[src/rtl/clk_bank_pkg.sv]
package clk_bank_pkg;
  localparam int unsigned NUM_CH_DEF   = 8;
  localparam int unsigned DIV_W_DEF    = 8;
  localparam int unsigned DLY_W_DEF    = 4;
  localparam int unsigned SYNC_LAT_DEF = 4;

  typedef enum logic [1:0] {
    CH_IDLE = 2'd0,
    CH_WAIT = 2'd1,
    CH_RUN  = 2'd2
  } ch_state_e;
endpackage

[src/rtl/sync_ctrl.sv]
module sync_ctrl #(
  parameter int unsigned SYNC_LAT = 4
) (
  input  logic clk_i,
  input  logic rst_ni,
  input  logic sync_ni,
  output logic hold_o,
  output logic start_o
);
  logic                smp_q;
  logic                filt_q;
  logic [SYNC_LAT-1:0] lat_q;

  // filt_q: 1 = held; changes only after two equal consecutive samples
  always_ff @(posedge clk_i or negedge rst_ni) begin
    if (!rst_ni) begin
      smp_q  <= 1'b0;
      filt_q <= 1'b1;
    end else begin
      smp_q <= sync_ni;
      if (!smp_q && !sync_ni)     filt_q <= 1'b1;
      else if (smp_q && sync_ni)  filt_q <= 1'b0;
    end
  end

  always_ff @(posedge clk_i or negedge rst_ni) begin
    if (!rst_ni) lat_q <= '1;
    else         lat_q <= {lat_q[SYNC_LAT-2:0], filt_q};
  end

  // tap SYNC_LAT-2 feeds registers that update on the SYNC_LAT-th edge
  assign hold_o  = lat_q[SYNC_LAT-2];
  assign start_o = ~lat_q[SYNC_LAT-2] & lat_q[SYNC_LAT-1];
endmodule

[src/rtl/div_chan.sv]
module div_chan
  import clk_bank_pkg::*;
#(
  parameter int unsigned DIV_W = 8,
  parameter int unsigned DLY_W = 4
) (
  input  logic             clk_i,
  input  logic             rst_ni,
  input  logic             hold_i,
  input  logic             start_i,
  input  logic [DIV_W-1:0] div_n_i,
  input  logic [DLY_W-1:0] dly_i,
  output logic             gate_o,
  output logic             bypass_o
);
  ch_state_e        st_q;
  logic [DIV_W-1:0] n_q;
  logic [DIV_W-1:0] cnt_q;
  logic [DLY_W-1:0] wait_q;
  logic             gate_q;

  always_ff @(posedge clk_i or negedge rst_ni) begin
    if (!rst_ni) begin
      st_q   <= CH_IDLE;
      n_q    <= '0;
      cnt_q  <= '0;
      wait_q <= '0;
      gate_q <= 1'b0;
    end else if (hold_i) begin
      st_q   <= CH_IDLE;
      cnt_q  <= '0;
      wait_q <= '0;
      gate_q <= 1'b0;
    end else if (start_i) begin
      // settings captured only here
      n_q   <= div_n_i;
      cnt_q <= '0;
      if (dly_i == '0) begin
        st_q   <= CH_RUN;
        gate_q <= 1'b1;
      end else begin
        st_q   <= CH_WAIT;
        wait_q <= dly_i;
        gate_q <= 1'b0;
      end
    end else begin
      case (st_q)
        CH_WAIT: begin
          wait_q <= wait_q - 1'b1;
          if (wait_q == DLY_W'(1)) begin
            st_q   <= CH_RUN;
            gate_q <= 1'b1;
            cnt_q  <= '0;
          end
        end
        CH_RUN: begin
          if (n_q != '0) begin
            if (cnt_q == n_q - 1'b1) begin
              gate_q <= ~gate_q;
              cnt_q  <= '0;
            end else begin
              cnt_q <= cnt_q + 1'b1;
            end
          end
        end
        default: ;
      endcase
    end
  end

  assign gate_o   = gate_q;
  assign bypass_o = (n_q == '0);
endmodule

[src/rtl/out_gate.sv]
module out_gate (
  input  logic clk_i,
  input  logic en_i,
  input  logic gate_i,
  input  logic bypass_i,
  output logic clk_o
);
  // bypass passes the input clock, else the divided level
  assign clk_o = en_i & gate_i & (~bypass_i | clk_i);
endmodule

[src/rtl/clk_out_bank.sv]
module clk_out_bank
  import clk_bank_pkg::*;
#(
  parameter int unsigned NUM_CH   = NUM_CH_DEF,
  parameter int unsigned DIV_W    = DIV_W_DEF,
  parameter int unsigned DLY_W    = DLY_W_DEF,
  parameter int unsigned SYNC_LAT = SYNC_LAT_DEF
) (
  input  logic                    clk_i,
  input  logic                    rst_ni,
  input  logic                    sync_ni,
  input  logic                    goe_i,
  input  logic                    glob_en_i,
  input  logic [NUM_CH-1:0]       ch_en_i,
  input  logic [NUM_CH*DIV_W-1:0] div_n_i,
  input  logic [NUM_CH*DLY_W-1:0] dly_i,
  output logic [NUM_CH-1:0]       clk_o
);
  logic              hold_w;
  logic              start_w;
  logic              en_all_w;
  logic [NUM_CH-1:0] gate_w;
  logic [NUM_CH-1:0] byp_w;

  assign en_all_w = goe_i & glob_en_i;

  sync_ctrl #(.SYNC_LAT(SYNC_LAT)) u_sync (
    .clk_i   (clk_i),
    .rst_ni  (rst_ni),
    .sync_ni (sync_ni),
    .hold_o  (hold_w),
    .start_o (start_w)
  );

  for (genvar g = 0; g < NUM_CH; g++) begin : g_ch
    div_chan #(.DIV_W(DIV_W), .DLY_W(DLY_W)) u_div (
      .clk_i    (clk_i),
      .rst_ni   (rst_ni),
      .hold_i   (hold_w),
      .start_i  (start_w),
      .div_n_i  (div_n_i[g*DIV_W +: DIV_W]),
      .dly_i    (dly_i[g*DLY_W +: DLY_W]),
      .gate_o   (gate_w[g]),
      .bypass_o (byp_w[g])
    );

    out_gate u_gate (
      .clk_i    (clk_i),
      .en_i     (en_all_w & ch_en_i[g]),
      .gate_i   (gate_w[g]),
      .bypass_i (byp_w[g]),
      .clk_o    (clk_o[g])
    );
  end
endmodule

[config.mk]
export PLATFORM = sky130hd
export DESIGN_NAME = clk_out_bank
export DESIGN_NICKNAME = d
export VERILOG_FILES = /design/src/rtl/clk_bank_pkg.sv /design/src/rtl/sync_ctrl.sv /design/src/rtl/div_chan.sv /design/src/rtl/out_gate.sv /design/src/rtl/clk_out_bank.sv
export SDC_FILE = /design/constraint.sdc
export NUM_CORES = 1
export LEC_CHECK = 0
export BUFFER_PORTS_ARGS = -buffer_cell sky130_fd_sc_hd__buf_4
export CORE_ASPECT_RATIO = 0.75
export CORE_MARGIN = 4
export CORE_UTILIZATION = 54
export DETAILED_ROUTE_END_ITERATION = 16
export PLACE_DENSITY = 0.77
export SYNTH_ARGS = -nofsm -noshare
export SYNTH_HDL_FRONTEND = slang
export SYNTH_SLANG_ARGS = --single-unit
[constraint.sdc]
create_clock -name clk_i -period 2.3 [get_ports clk_i]
set_input_delay 0.23 -clock clk_i [delete_from_list [all_inputs] [get_ports clk_i]]
set_output_delay 0.23 -clock clk_i [all_outputs]
set_load 0.02 [all_outputs]
## Word level (Yosys, flattened, before mapping)

Index checks and enable logic that the tools add are counted.

| operators by class | value |
|---|---|
| add/subtract/negate cells | 24 |
| $mul | 0 |
| divide/modulo/power cells | 0 |
| magnitude comparators | 0 |
| equal/unequal tests | 64 |
| shifts and indexed selects | 0 |
| muxes and demuxes | 178 |
| bitwise logic cells | 51 |
| reductions and logical operators | 86 |

Operator list:

| cell | count |
|---|---|
| 8-bit 2-to-1 mux | 40 |
| 4-bit 2-to-1 mux | 32 |
| 8-bit one-hot mux with 2 select lines | 8 |
| 4-bit by 3-bit != test with 1-bit output (second input constant) | 21 |
| 2-bit 2-to-1 mux | 40 |
| 8-bit by 1-bit adder with 8-bit output (second input constant) | 8 |
| 8-bit equality test | 8 |
| 8-bit logical NOT | 8 |
| 8-bit nonzero test | 8 |
| 8-bit by 1-bit subtractor with 8-bit output (second input constant) | 8 |
| 1-bit 2-to-1 mux | 50 |
| 3-bit nonzero test | 16 |
| 2-bit AND reduction | 17 |
| 4-bit by 1-bit equality test with 1-bit output (second input constant) | 8 |
| 4-bit logical NOT | 8 |
| 4-bit AND reduction | 8 |
| 4-bit nonzero test | 8 |
| 4-bit by 1-bit subtractor with 4-bit output (second input constant) | 8 |
| 1-bit AND | 26 |
| 3-bit != test (second input constant) | 8 |
| 3-bit AND reduction | 8 |
| 1-bit inverter | 17 |
| 2-bit by 1-bit equality test with 1-bit output (second input constant) | 8 |
| 2-bit equality test (second input constant) | 8 |
| other kinds (6) | 24 |

| word-level totals | value |
|---|---|
| flip-flop bits (word level) | 190 |
| bits in latches | 0 |
| memory bits (writable) | 0 |
| bits in read-only memories | 0 |
| input bits | 109 |
| output and inout port bits | 8 |
| memories kept | 0 |

## Longest topological paths before layout

Gate-level depths: netlist of run 1.

| depth | value |
|---|---|
| depth in word-level cells | 7 |
| depth in mapped cells | 10 |
| gate-level depth less buffers | 9 |

## Hierarchy

A second synthesis of run 1 with hierarchy kept.

| second synthesis, totals | value |
|---|---|
| cell total of the unflattened synthesis | 1238 |
| area, all modules | 11851.4 um^2 |

By module, submodules not included:

| module | instances | cells an instance | area an instance (um^2) |
|---|---|---|---|
| div_chan at g_ch[0].u_div ... | 7 | 149 | 1427.6 |
| div_chan at g_ch[7].u_div | 1 | 152 | 1480.2 |
| sync_ctrl | 1 | 11 | 197.7 |
| out_gate | 8 | 3 | 16.3 |
| clk_out_bank | 1 | 8 | 50.0 |

==> results.tsv, run 1 <==
stage	metric	value	unit
drt	routed-via-count	11300	
yosys	netlist-cell-type-count	82	
worst_setup_path	worst_ep_arrival	3.00	ns
timing	timing.fmax	0.394	GHz
run_status	outcome	finished, violations left	
worst_setup_path	critical-path-max-stage-delay	0.55	ns
finish	antenna-diode-count	0	
yosys	synth_top_flop_cell	sky130_fd_sc_hd__dfrtp_1	
yosys	netlist_top_cells_count	sky130_fd_sc_hd__nand2_1, sky130_fd_sc_hd__dfrtp_1, sky130_fd_sc_hd__o21ai_0, sky130_fd_sc_hd__inv_1, sky130_fd_sc_hd__nor2_1	
finish	finalNetCount	1793	
floorplanning	core_region_area	21200	um2
global_route	grt_antenna_before_repair	0	
timing	finalCritPeriodShare	110	%
worst_setup_path	start_kind	flip-flop	
floorplanning	die_height	135	um
timing	hold_violations	0	
worst_setup_path	worst_setup_path_end_kind	flip-flop	
worst_setup_path	slowest_stage	sky130_fd_sc_hd__or4_4	
yosys	ys_ff_latch	190	
drt	drc	0	
worst_setup_path	worst_r2r_path_depth	8	
placed_design	hpwlAfterDp	21400	um
floorplanning	placement_rows	46	
global_route	grt_start_max_net_pins	80	
yosys	synth.most_common_cell	sky130_fd_sc_hd__nand2_1	
worst_setup_path	path_max_fanout	6	
yosys	post_synth_main_area_contributors	sky130_fd_sc_hd__dfrtp_1, sky130_fd_sc_hd__nand2_1, sky130_fd_sc_hd__ha_1	
timing	fin_ws	-0.240	ns
worst_setup_path	path_class	reg -> reg	
global_route	grt_pass1_vias	11000	
drt	avgViaCountPerCell	5.84	
finish	flow.area_growth_from_synthesis	36.7	%
power	power.ir.vdd_worst	634	uV
worst_setup_path	critical_path_buf_inv_count	1	
global_route	grt_use_total	27.0	%
worst_setup_path	path_cells	buf_4 -> or4_4 -> nor4_4 -> nor4b_2 -> or3_4 -> a21oi_4 -> nand2b_4 -> o311ai_4	
worst_setup_path	critical_path_cell_count	8	
timing	max_slew.worst_pin.slew	0.689	ns
floorplanning	io_pins	117	
timing	max-slew-margin-rel	54.1	%
floorplanning	initial_core_util	55.1	%
finish	register_area	4760	um2
yosys	synth-edff-count	0	
worst_hold_path	worstHoldPathType	in -> reg	
global_route	grt-ovfl-total	0	
drt	antenna_left	0	
yosys	synthesis.area_per_instance	8.68	um2
run_status	failed_checks	negative setup slack	
yosys	netlist.area_leader.share	39.6	%
timing	rsz0062_at_grt	yes	
finish	fillCellCount	1390	
worst_setup_path	critPathTopFamily	simple AND/OR/NAND/NOR gates	
clock_network	clk_pin_slew_worst_paths	0.08	ns
placed_design	post-place-cells	1764	
placed_design	port-buffer-count	116	
worst_hold_path	hold_depth	3	
power	power_density	1040	nW/um2
drt	drt_iter0_markers	1025	
drt	finalWirelength	33700	um
drt	detail_route.wl_per_cell	17.4	um
worst_setup_path	worst_path_required_time	2.76	ns
finish	drive_above_1_share	25.0	%
flow_run	cap_viol_max_count	0	
clock_network	clk_latency	0.56	ns
yosys	seq_area_frac_synth	40.8	%
finish	utilization_after_layout	75.4	%
yosys	cell_type_with_the_highest_aggregate_area_in_the_netlist	sky130_fd_sc_hd__dfrtp_1	
timing	final-max-slew-violation-count	0	
yosys	share_of_synthesized_registers_carrying_an_async_set_or_reset	100	%
yosys	cell_area_after_synthesis	11700	um2
finish	finalNonFillerCells	1939	
clock_network	tritoncts	built	
power	leakagePower	7.32	nW
timing	setup-violations-final	25	
yosys	syn-num-nets	1501	
global_route	grt_first_pass_wirelength	52800	um
floorplanning	die_width	178	um
timing	fin_skew	0.0102	ns
finish	multi_input_comb_area	6980	um2
yosys	yosysWarningCount	0	
drt	drt_pre_antenna_iters	7	
timing	final.min_clock_period	2.54	ns
floorplanning	fp.dieArea	24100	um2
placed_design	gp_congestion	0.877	
yosys	synthesis.instances	1345	
## logic make-up (layout without fill, tap and decap cells)
kind of cell    count (synthesis)  after routing  share of synthesized area (%)
simple gates                  551            552                           23.2
compound gates                328            329                           18.7
flops                         190            190                           40.8
buf+inv                       134            438                           4.83
xor+xnor                       81             81                           6.08
fa+ha+maj                      47             47                           5.04
mux                            14             14                           1.32
## where the power goes
group	internal (mW)	switching, mW	leakage, nW	total, mW
sequential	4.27	1.07	2.41	5.34
combinational	3.50	3.88	4.43	7.38
clock	2.29	1.63	0.479	3.92
total	10.1	6.58	7.32	16.6
## metrics by stage
step | hold WS, ns | setup slack, ns | cell area [um2] | power, mW | TNS, ns
2_1_floorplan | -0.0656 | 0.00866 | 11700 | 9.35 | 0
3_3_place_gp | 0.322 | 0.0213 | 13300 | 10.9 | 0
3_5_place_dp | 0.320 | -0.0869 | 13300 | 11.2 | -0.888
4_1_cts | 0.000400 | -0.172 | 15400 | 15.7 | -1.01
5_1_grt | 0.0424 | -0.298 | 16000 | 17.7 | -4.98
6_report | 0.0115 | -0.240 | 16000 | 16.6 | -2.18
## layout make-up
| class | count | share of cell area [%] |
|---|---|---|
| clock inverter | 20 | 1.60 |
| tap | 288 | 2.26 |
| sequential | 190 | 29.8 |
| multi-input combinational | 1023 | 43.8 |
| timing repair buffer | 318 | 17.0 |
| clock buffer | 30 | 3.92 |
| inverter | 70 | 1.65 |
## tightest hold or removal path: stages
cell and delay (ns):
sky130_fd_sc_hd__buf_4 0.11, sky130_fd_sc_hd__a211oi_1 0.07, sky130_fd_sc_hd__a21oi_1 0.12
## placed cells by master, fill, tap and decap left out, types with 10 or more instances in the layout
cell type	n
sky130_fd_sc_hd__inv_1	67
sky130_fd_sc_hd__a211oi_1	16
sky130_fd_sc_hd__nand2_1	235
sky130_fd_sc_hd__a31oi_1	17
sky130_fd_sc_hd__nand3b_1	14
sky130_fd_sc_hd__o21ai_0	75
sky130_fd_sc_hd__nand3_1	48
sky130_fd_sc_hd__and3_1	25
sky130_fd_sc_hd__o21ai_1	19
sky130_fd_sc_hd__nor2_1	61
sky130_fd_sc_hd__nand2b_1	18
sky130_fd_sc_hd__xnor2_1	49
sky130_fd_sc_hd__o22ai_1	10
sky130_fd_sc_hd__dfrtp_1	182
sky130_fd_sc_hd__buf_4	214
sky130_fd_sc_hd__o31ai_1	11
sky130_fd_sc_hd__a22o_1	26
sky130_fd_sc_hd__nor2b_1	20
sky130_fd_sc_hd__ha_1	41
sky130_fd_sc_hd__a21oi_1	56
sky130_fd_sc_hd__xor2_1	27
sky130_fd_sc_hd__clkbuf_16	21
sky130_fd_sc_hd__buf_6	20
sky130_fd_sc_hd__nor3_1	25
sky130_fd_sc_hd__dlygate4sd3_1	87
## registers in the layout (all words and copies together), names as in the netlist
register           flops
g_ch.u_div.cnt_q      64
g_ch.u_div.gate_o      8
g_ch.u_div.n_q        64
g_ch.u_div.st_q       16
g_ch.u_div.wait_q     32
u_sync.filt_q          1
u_sync.lat_q           4
u_sync.smp_q           1
## repair_timing
action	in CTS	in global routing
pin swaps	22	50
endpoints found under the hold margin	154	0
setup endpoints to repair	44	76
hold buffers	87	0
gates resized for setup	56	106
buffers inserted	27	18
cloned	1	1
## final timing paths
kind / start / to / slack (ns)
setup / recovery: g_ch[5].u_div.n_q[0] / g_ch[5].u_div.cnt_q[6] / -0.24
hold / removal: dly_i[25] / g_ch[6].u_div.wait_q[1] / 0.01
setup reg to reg: g_ch[5].u_div.n_q[0] / g_ch[5].u_div.cnt_q[6] / -0.24
hold reg to reg: u_sync.lat_q[1] / u_sync.lat_q[2] / 0.36
max in group asynchronous: rst_ni / g_ch[4].u_div.cnt_q[6] / 1.34
min in group asynchronous: rst_ni / g_ch[1].u_div.n_q[0] / 0.27
## metal layers
| layer | global-route usage [%] | up-vias | share of wire [%] |
|---|---|---|---|
| li1 | - | 5335 | - |
| met1 | 37.1 | 5458 | 44 |
| met2 | 42.5 | 441 | 47 |
| met3 | 5.55 | 98 | 5.5 |
| met4 | 10.4 | 0 | 3.2 |
| met5 | 0 | - | 0 |
No activity file was read; power rests on OpenSTA's default activity.
==> run 2: changes to the inputs <==
--- a/config.mk
+++ b/config.mk
@@ -6,7 +6,6 @@
 export NUM_CORES = 1
 export LEC_CHECK = 0
 export BUFFER_PORTS_ARGS = -buffer_cell sky130_fd_sc_hd__buf_4
-export CORE_ASPECT_RATIO = 0.75
 export CORE_MARGIN = 4
 export CORE_UTILIZATION = 54
 export DETAILED_ROUTE_END_ITERATION = 16
==> results.tsv, run 2 (synthesis results as in run 1) <==
stage	metric	value	unit	change
run_status	failed_checks	negative setup slack		
power	internal-power	9.58	mW	-4.8%
timing	hold_violations	0		unchanged
finish	fillCellCount	1482		+6.6%
power	power_density	1020	nW/um2	-2.1%
worst_setup_path	r2r-start	g_ch[4].u_div.n_q[0]		
flow_run	cap_viol_max_count	0		unchanged
worst_setup_path	worst_r2r_path_depth	7		-1
timing	fin_skew	0.0163	ns	+0.00605 ns
floorplanning	fp.dieArea	24000	um2	about the same
timing	setup-violations-final	25		unchanged
drt	finalWirelength	32500	um	-3.8%
placed_design	detailed_place.area	13200	um2	-0.56%
global_route	grt_first_pass_wirelength	51100	um	-3.3%
clock_network	clk_pin_slew_worst_paths	0.07	ns	about the same
drt	avgViaCountPerCell	5.81		-0.52%
clock_network	tritoncts	built		
drt	drt_pre_antenna_iters	5		-2
placed_design	detailedPlace.worstSlack	-0.0985	ns	-0.0116 ns
timing	finalCritPeriodShare	106	%	-4.2 points
drt	drc	0		unchanged
global_route	grt-ovfl-total	0		unchanged
finish	flow.area_growth_from_synthesis	33.7	%	
placed_design	gp_congestion	0.887		+1.2%
drt	drt_iter0_markers	671		-35%
worst_setup_path	path_max_fanout	3		-3
finish	finalNetCount	1774		-1.1%
power	leakagePower	7.15	nW	-2.3%
power	share_comb_of_total_power	44.4	%	about the same
finish	drive_above_1_share	23.5	%	-1.5 points
timing	rsz0062_at_grt	yes		
finish	antenna-diode-count	0		unchanged
worst_setup_path	worst_setup_path_end_kind	output port		
drt	detail_route.wl_per_cell	17.0	um	-2.2%
worst_setup_path	regToRegSetupSlack	-0.11	ns	+0.13 ns
timing	final.min_clock_period	2.44	ns	-0.0977 ns
global_route	grt_antenna_before_repair	0		unchanged
worst_setup_path	worst_ep_arrival	2.21	ns	-0.79 ns
floorplanning	placement_rows	53		+15%
floorplanning	io_pins	117		unchanged
placed_design	hpwlAfterDp	20800	um	-3.0%
finish	layout.cells.most_common	sky130_fd_sc_hd__nand2_1		
finish	commonest_non_fill_non_tap_cells_in_the_layout	sky130_fd_sc_hd__nand2_1, sky130_fd_sc_hd__buf_4, sky130_fd_sc_hd__dfrtp_1, sky130_fd_sc_hd__dlygate4sd3_1, sky130_fd_sc_hd__o21ai_0		
finish	final_cell_area	15600	um2	-2.2%
power	power.ir.vdd_worst	609	uV	-4.0%
floorplanning	core_region_area	21200	um2	-0.12%
clock_network	clk_latency	0.55	ns	about the same
finish	register_area	4770	um2	about the same
power	power.switching	6.36	mW	-3.4%
timing	max-slew-margin-rel	59.8	%	+5.7 points
timing	finalSetupTns	-1.24	ns	+0.942 ns
timing	fin_ws	-0.142	ns	+0.0977 ns
floorplanning	initial_core_util	55.2	%	+0.068 points
worst_hold_path	hp-start	dly_i[0]		
floorplanning	die_height	155	um	+15%
timing	final-max-slew-violation-count	0		unchanged
worst_setup_path	worst_path_required_time	2.07	ns	-0.69 ns
finish	multi_input_comb_area	6920	um2	-0.88%
power	netSwitchingFraction	39.9	%	+0.37 points
run_status	outcome	finished, violations left		
timing	timing.fmax	0.410	GHz	+4.0%
global_route	grt_start_max_net_pins	72		-10%
drt	antenna_left	0		unchanged
timing	max_slew.worst_pin.slew	0.603	ns	-0.0857 ns
floorplanning	die_width	155	um	-13%
worst_setup_path	timing.rr.end	g_ch[4].u_div.cnt_q[0]		
worst_setup_path	path_class	reg -> out		
placed_design	port-buffer-count	116		unchanged
worst_hold_path	worstHoldPathType	in -> reg		
worst_hold_path	min_delay_worst_endpoint	g_ch[0].u_div.wait_q[0]		
power	seq_pwr_share	33.4	%	+1.3 points
global_route	grt_pass1_vias	10800		-1.8%
finish	top_regs	g_ch.u_div.cnt_q x64, g_ch.u_div.n_q x64, g_ch.u_div.wait_q x32		
power	power_frac_clock	22.2	%	-1.4 points
power	power.total	15.9	mW	-4.3%
worst_hold_path	hold_depth	3		unchanged
worst_setup_path	start_kind	flip-flop		
global_route	grt_use_total	25.7	%	-1.4 points
drt	routed-via-count	11100		-2.2%
timing	hold-worst-slack	0.0230	ns	+0.0116 ns
## run 2: cell count changes in the layout (fill, tap and decap cells not counted), moves of 3 or more
cell                         change
sky130_fd_sc_hd__buf_4           -8
sky130_fd_sc_hd__buf_6           -9
sky130_fd_sc_hd__bufinv_16       -3
sky130_fd_sc_hd__clkinvlp_4      +3
sky130_fd_sc_hd__o21ai_0         +6
sky130_fd_sc_hd__o21ai_1         -7
sky130_fd_sc_hd__xnor2_1         +3
sky130_fd_sc_hd__xnor2_2         -3
## run 2: worst max-delay path by stage
stage | start | end | slack, ns | cells past startpoint
after detailed placement | g_ch[7].u_div.n_q[1] | g_ch[7].u_div.cnt_q[4] | -0.1 | 9
after global routing | g_ch[5].u_div.n_q[1] | clk_o[5] | -0.21 | 7
after global placement | g_ch[1].u_div.n_q[2] | g_ch[1].u_div.cnt_q[7] | 0.002 | 8
after CTS | g_ch[5].u_div.n_q[1] | clk_o[5] | -0.15 | 7
after floorplan | g_ch[1].u_div.n_q[2] | g_ch[1].u_div.gate_o | 0.009 | 8
final | g_ch[5].u_div.n_q[0] | clk_o[5] | -0.14 | 7
## run 2: cell type report
class / count / share of cell area (%)
Clock inverter: 19 / 1.05
Tap cell: 275 / 2.20
Timing Repair Buffer: 299 / 16.2
Clock buffer: 31 / 4.01
Inverter: 70 / 1.68
Multi-Input combinational cell: 1023 / 44.4
Sequential cell: 190 / 30.5
## run 2: critical path, stage by stage (launching register included)
cell,delay (ns)
sky130_fd_sc_hd__dfrtp_1,0.39
sky130_fd_sc_hd__inv_2,0.09
sky130_fd_sc_hd__ha_4,0.13
sky130_fd_sc_hd__nor3b_4,0.21
sky130_fd_sc_hd__nand2_2,0.10
sky130_fd_sc_hd__or3_4,0.34
sky130_fd_sc_hd__o2111a_1,0.27
sky130_fd_sc_hd__buf_6,0.14
## run 2: through the flow
stage	util (%)	instances
2_1_floorplan	-	1345
3_3_place_gp	62.4	1745
3_5_place_dp	62.4	1745
4_1_cts	71.4	1889
5_1_grt	73.8	1907
6_report	73.8	1907
## run 2: power by group through the flow
stage	registers (mW)	logic, mW	clock network (mW)
3_5_place_dp	5.27	5.82	0.0610
6_report	5.33	7.07	3.54
2_1_floorplan	5.05	4.23	0.0610
5_1_grt	5.48	7.82	3.74
3_3_place_gp	5.24	5.60	0.0610
4_1_cts	5.26	6.31	3.58
## run 2: per-layer routing
| metal | global-route usage [%] | routed length [um] | share of wire, % |
|---|---|---|---|
| met1 | 32.0 | 13300 | 41 |
| met2 | 43.4 | 16400 | 51 |
| met3 | 5.12 | 1580 | 4.9 |
| met4 | 11.1 | 1120 | 3.4 |
| met5 | 0 | 0 | 0 |
## run 2: what timing repair did
item / 4_1_cts / 5_1_grt
gates cloned: 0 / 3
gates resized for setup: 50 / 89
endpoints found under the hold margin: 152 / 0
setup endpoints to repair: 33 / 73
pin swaps: 19 / 44
setup buffers: 18 / 15
hold buffers: 86 / 0
